==> src/rtl/scl_divider.sv <==
module scl_divider #(
  parameter int A_W       = 2,
  parameter int B_W       = 6,
  parameter int BIT_TICKS = 22
) (
  input  logic           clk,
  input  logic           rst_n,
  input  logic           enable,
  input  logic [A_W-1:0] div_a,
  input  logic [B_W-1:0] div_b,
  output logic           tick,
  output logic           scl_out,
  output logic           mid_low,
  output logic           mid_high
);
  localparam int PW       = $clog2(BIT_TICKS);
  localparam int HALF     = BIT_TICKS / 2;
  localparam int MID_LO   = HALF / 2;
  localparam int MID_HI   = HALF + MID_LO;
  localparam logic [PW-1:0] LAST  = PW'(BIT_TICKS - 1);

  logic [A_W-1:0] cnt_a, a_q;
  logic [B_W-1:0] cnt_b, b_q;
  logic [PW-1:0]  phase;
  logic           tick_q;

  wire reload = (div_a != a_q) || (div_b != b_q);
  wire a_wrap = cnt_a == div_a;
  wire b_wrap = cnt_b == div_b;

  always_ff @(posedge clk or negedge rst_n) begin
    if (!rst_n) begin
      a_q <= '0;
      b_q <= '0;
    end else begin
      a_q <= div_a;
      b_q <= div_b;
    end
  end

  always_ff @(posedge clk or negedge rst_n) begin
    if (!rst_n) begin
      cnt_a  <= '0;
      cnt_b  <= '0;
      phase  <= '0;
      tick_q <= 1'b0;
    end else if (!enable || reload) begin
      cnt_a  <= '0;
      cnt_b  <= '0;
      phase  <= '0;
      tick_q <= 1'b0;
    end else begin
      tick_q <= a_wrap && b_wrap;
      if (a_wrap) begin
        cnt_a <= '0;
        if (b_wrap) begin
          cnt_b <= '0;
          phase <= (phase == LAST) ? '0 : phase + 1'b1;
        end else begin
          cnt_b <= cnt_b + 1'b1;
        end
      end else begin
        cnt_a <= cnt_a + 1'b1;
      end
    end
  end

  assign tick     = tick_q;
  assign scl_out  = !enable || (phase >= PW'(HALF));
  assign mid_low  = tick_q && (phase == PW'(MID_LO));
  assign mid_high = tick_q && (phase == PW'(MID_HI));
endmodule

==> config.mk <==
export PLATFORM = sky130hd
export DESIGN_NAME = scl_divider
export DESIGN_NICKNAME = d
export VERILOG_FILES = /design/src/rtl/scl_divider.sv
export SDC_FILE = /design/constraint.sdc
export NUM_CORES = 1
export LEC_CHECK = 0
export ABC_AREA = 0
export CORE_MARGIN = 1.5
export CORE_UTILIZATION = 58
export CTS_BUF_LIST = sky130_fd_sc_hd__clkbuf_4 sky130_fd_sc_hd__clkbuf_8 sky130_fd_sc_hd__clkbuf_16
export CTS_CLUSTER_DIAMETER = 200
export DETAILED_ROUTE_END_ITERATION = 6
export PLACE_DENSITY = 0.81
export SETUP_SLACK_MARGIN = 0.02
export SLEW_MARGIN = 0
export SYNTH_ARGS = -nofsm -noshare
export SYNTH_HDL_FRONTEND = slang
export SYNTH_SLANG_ARGS = --single-unit
export TNS_END_PERCENT = 5
==> constraint.sdc <==
create_clock -name clk -period 3 [get_ports clk]
set_input_delay 0.45 -clock clk [delete_from_list [all_inputs] [get_ports clk]]
set_output_delay 0.45 -clock clk [all_outputs]
set_load 0.02 [all_outputs]
======== Word level (Yosys, flattened, before mapping) ========
Cells that the tools add are included.
W data, S select, Z words.
storage, ports and cells
  register bits ........................... 22
  bits of input ports ..................... 11
  output and inout bits ................... 4
  logic and storage cells ................. 37
cells by class
  $add $sub $neg .......................... 3
  muxes and demuxes ....................... 10
  equal/unequal tests ..................... 7
  reductions and logical operators ........ 10
  order comparisons ....................... 1
operators with widths
  operator               number
  $mux W5                4
  $mux W6                3
  $eq A5 B5 Y1 const B   2
  $add A6 B1 Y6 const B  1
  $eq A6 B6 Y1           1
  $ne A6 B6 Y1           1
  $add A5 B1 Y5 const B  1
  $eq A5 B3 Y1 const B   1
  $ge A5 B4 Y1 const B   1
  $mux W2                2
  $reduce_bool A2 Y1     2
  $logic_and A1 B1 Y1    3
  $logic_or A1 B1 Y1     3
  $add A2 B1 Y2 const B  1
  $eq A2 B2 Y1           1
  $ne A2 B2 Y1           1
  $reduce_and A2 Y1      1
  $logic_not A1 Y1       1
  $mux W1                1

======== Depth between registers and ports, before layout ========
  word-level depth ........................ 5
  depth in mapped cells ................... 6
  depth with buffers taken out ............ 6

======== Worst setup path after synthesis ========
Ideal clock, no wire load.
  path type ............................... register -> output
  from .................................... register phase[1]
  to ...................................... output mid_low
  arrival time ............................ 1.130 ns
  path slack .............................. 1.420 ns
  required time ........................... 2.550 ns
  path buffers ............................ 0
  cell stages (with the launch flop) ...... 5
  cells stage by stage .................... dfrtp_1 > inv_1 > ha_1 > nand2_1 > nor3_1
between the ends
  word-level cells in the longest chain between the ends .. 2
ends and longest elaborated chain
  element                 line  text
  from (decl)             24    logic [PW-1:0] phase;
  from (signal assigned)  58    phase <= (phase == LAST) ? '0 : phase + 1'b1;
  $eq A5 B3 Y1            70    assign mid_low = tick_q && (phase == PW'(MID_LO));
  $logic_and A1 B1 Y1     70
  to (decl)               13    output logic mid_low,
No other way between the ends.

======== Worst setup path in the final report ========
  from .................................... register phase[0]
  to ...................................... output scl_out
between the ends
  word-level cells in the longest chain between the ends .. 2
ends and longest elaborated chain
  element             line  text
  $ge A5 B4 Y1        69    assign scl_out = !enable || (phase >= PW'(HALF));
  $logic_or A1 B1 Y1  69
  to (decl)           12    output logic scl_out,
No other way between the ends.

==> impl_summary.md <==
Run status
The flow ran to the end, and the final reports show no timing, DRC or antenna violations.

Floorplanning
The floorplan step set the die width to 49.8 µm. The number of ports placed on the die boundary is 15. The die area is 0.00248 mm².

The chip height is 49.8 µm. The core area is 0.00202 mm². In this run the core area contains 16 standard-cell rows. The starting density of the core is 0.629.

STA
The clock period could shrink to 2.42 ns. The post-route clock period utilization is 0.808. Setup repair after global routing left no endpoint under its margin. Based on the critical path, the design can be clocked at up to 412 MHz. The count of endpoints failing setup in the final report is 0.

For the pin with the worst max-slew slack, the measured transition is 0.919 ns. The final hold violation count was 0. The final hold slack is 0.597 ns. In this run the tightest slew margin relative to its limit is 0.386. The max-slew violation count is 0. Summed over all failing endpoints, the final setup total negative slack is 0 ns. The worst clock skew on the final layout is 0.00250 ns.

Synthesis
The top-area cell type share of the netlist area is 0.433. For this run, the number of Yosys warnings is 0. The sequential cell area fraction in the yosys report is 0.433. Ranked by total cell area, the synthesized netlist is headed by dfrtp_1 43%, xnor2_2 10%, xor2_1 6.9%.

The count of unique library cells instantiated by Yosys is 28. The biggest area contributor in the post-synthesis netlist is dfrtp_1. Each instance of the synthesized netlist takes up on average 11.2 µm². The post-synthesis instance total is 113. Synthesis produced a netlist with a net count of 128. The area of the mapped netlist is 0.00127 mm². Synthesis inferred 22 register bits.

Min path
The critical hold path startpoint is cnt_a[0]$_DFF_PN0_. The worst hold path terminates at cnt_a[0]$_DFF_PN0_. The class of the tightest hold or removal check is reg -> reg.

The cell count of the worst hold path is 1.

Layout
The area overhead of the layout relative to synthesis is 14.8%. The net count of the finished layout is 145. The share of cells above drive strength 1 is 0.124.

The antenna diode count is 0. The summed area of non-filler cells in the final layout is 0.00146 mm².

Routing
Once detail routing completed, the nets flagged for antenna violations numbered 0. The vias per cell is 5.79. The number of remaining DRC errors is 0.

Dividing the detail-routed wire length by the instance count gives 15.2 µm. The initial detailed-routing violation count is 24. Wires add up to 2370 µm. The first TritonRoute pass finished after 4 iterations.

The routed layout has 904 vias.

Global route
The via count of the first global-routing pass is 917. The number of antenna violations at the first check in global routing is 0. For this run, the total global-route usage over all layers was measured as 0.225.

Summed over all layers, the global routing overflow is 0. Entering global routing, the biggest net connects 23 pins. The first global-routing pass estimated 4190 µm of wire.

Worst setup path
The startpoint identified for the worst register-to-register timing path is cnt_b[3]$_DFFE_PN0P_. The combined buffer and inverter count along the critical path is 1. Of all nets on the critical path, the largest fanout is 6. At the worst endpoint, the required time is 2.55 ns. The signal on the critical path passes through ha_1, nor2_1, o21ai_0, nand2_1, nand3b_1, clkdlybuf4s50_1. The maximum cell stage delay along the critical path is 0.61 ns. The worst setup path is captured at an output port. The slack of the worst reg-to-reg path is 1.24 ns. STA classifies the critical path startpoint as a flip-flop. The endpoint of the most critical register-to-register path is phase[3]$_DFFE_PN0P_. The kind of cell adding the most delay to the critical path is buffers and inverters.

Data arrives at the worst endpoint at 1.97 ns. The standard cell with the maximum stage delay on the critical path is clkdlybuf4s50_1. The depth of the worst register-to-register path is 4. The type of the worst setup path is reg -> out.

Clock tree
The clock latency of the later-clocked register in the worst-skew pair is 0.31 ns. The root buffer selected by CTS is clkbuf_4. Hold repair after CTS inserted 0 buffers.

The TritonCTS clock tree is done. In this run, CTS created clock tree buffers numbering 3. The maximum root-to-sink buffer count is 2.

The H-tree level count is 1. Once the clock tree was built, the resizer swapped 0 gates to a different size. The clock net sink count is 22. In this run the post-CTS setup repair buffer count came out at 0. After clock tree synthesis, the clock-pin slew on the worst setup and hold paths is 0.12 ns.

Job
Across the run, the number of max-cap violations was 0.

Place
The instance area after placement is 0.00142 mm². The detailed placement HPWL is 1830 µm. The routability congestion estimate is 0.831. In this run the tool buffered the top-level ports with 14 buffer cells.

Power
The peak supply drop is 0.327 mV. The total power density per cell area is 363 mW/mm². The leakage power figure is 0.000545 µW.
==> layout make-up <==
cell class | instances | area [µm²]
Multi-Input combinational cell | 87 | 691
Inverter | 2 | 7.51
Timing Repair Buffer | 14 | 140
Clock buffer | 4 | 36.3
Tap cell | 27 | 33.8
Fill cell | 154 | 563
Sequential cell | 22 | 551
==> Yosys cell counts <==
| master | instances |
|---|---|
| xor2_1 | 10 |
| nor3_1 | 12 |
| nor4b_1 | 1 |
| nor4_1 | 2 |
| nand2b_1 | 1 |
| nand4_1 | 2 |
| or4b_1 | 1 |
| mux2i_1 | 1 |
| xnor2_1 | 6 |
| and4b_2 | 1 |
| o21ai_0 | 5 |
| a21oi_1 | 6 |
| or4_1 | 1 |
| o211ai_1 | 1 |
| and4_2 | 1 |
| o31ai_1 | 3 |
| nand2_1 | 7 |
| nand4b_1 | 2 |
| ha_1 | 4 |
| dfrtp_1 | 22 |
| xnor2_2 | 8 |
| buf_6 | 2 |
| and4_1 | 1 |
| inv_1 | 2 |
| nor2_1 | 5 |
| nand3_1 | 3 |
| nand4_4 | 2 |
| nand3b_1 | 1 |
==> worst max-delay path by stage <==
stage,cells after the start,end,slack (ns),start
floorplan,4,mid_low,1.42,phase[1]$_DFFE_PN0P_
global placement,5,cnt_b[0]$_DFFE_PN0P_,0.67,div_b[0]
detailed placement,5,tick$_DFF_PN0_,0.64,div_b[0]
CTS,5,mid_high,0.59,phase[0]$_DFFE_PN0P_
global route,6,scl_out,0.45,phase[0]$_DFFE_PN0P_
finish,6,scl_out,0.58,phase[0]$_DFFE_PN0P_
==> state kept, by name, indices dropped and copies added, names as in the netlist <==
register  count
a_q           2
b_q           6
cnt_a         2
cnt_b         6
phase         5
tick          1
==> power by group <==
part           switching (µW)  internal, µW  leakage, µW
sequential               2.50           302     0.000289
clock                    91.4          74.2    0.0000210
combinational            32.1          27.9     0.000236
==> placed cells by master (no fill, tap or decap) <==
| cell type | netlist | layout |
|---|---|---|
| o211ai_1 | 1 | 1 |
| clkdlybuf4s50_1 | 0 | 14 |
| and4b_2 | 1 | 1 |
| ha_1 | 4 | 4 |
| or4b_1 | 1 | 1 |
| nor3_1 | 12 | 12 |
| nand2_1 | 7 | 7 |
| mux2i_1 | 1 | 1 |
| nand3b_1 | 1 | 1 |
| o31ai_1 | 3 | 3 |
| and4_1 | 1 | 1 |
| xnor2_1 | 6 | 6 |
| nor4_1 | 2 | 2 |
| nand4_1 | 2 | 2 |
| xnor2_2 | 8 | 8 |
| xor2_1 | 10 | 10 |
| dfrtp_1 | 22 | 22 |
| nand3_1 | 3 | 3 |
| o21ai_0 | 5 | 5 |
| clkbuf_4 | 0 | 3 |
| nor4b_1 | 1 | 1 |
| nand4_4 | 2 | 2 |
| and4_2 | 1 | 1 |
| or4_1 | 1 | 1 |
| a21oi_1 | 6 | 6 |
| nand2b_1 | 1 | 1 |
| clkbuf_8 | 0 | 1 |
| nand4b_1 | 2 | 2 |
| inv_1 | 2 | 2 |
| nor2_1 | 5 | 5 |
==> layer usage <==
layer  global-route usage  up-vias  wire length, µm
met1                0.312      435             1130
met4               0.0787        0               17
met5                    0        -                0
met3               0.0303        2               93
li1                     -      441                -
met2                0.362       26             1130
==> metrics by stage <==
stage	setup slack (ns)	cells	power [µW]	utilization
3_3_place_gp	0.671	152	369	0.704
4_1_cts	0.586	156	534	0.722
6_report	0.575	156	530	0.722
3_5_place_dp	0.635	152	371	0.704
2_1_floorplan	1.42	113	339	-
5_1_grt	0.449	156	546	0.722
==> logic make-up after synthesis <==
family,synth area share
AND/OR/NAND/NOR,0.217
adder cells (fa/ha/maj),0.0394
AO/OA/AOI/OAI,0.0669
buffers and inverters,0.0236
XOR/XNOR,0.213
multiplexers,0.00787
flip-flops,0.433
Power figures use the tool's default switching activity.
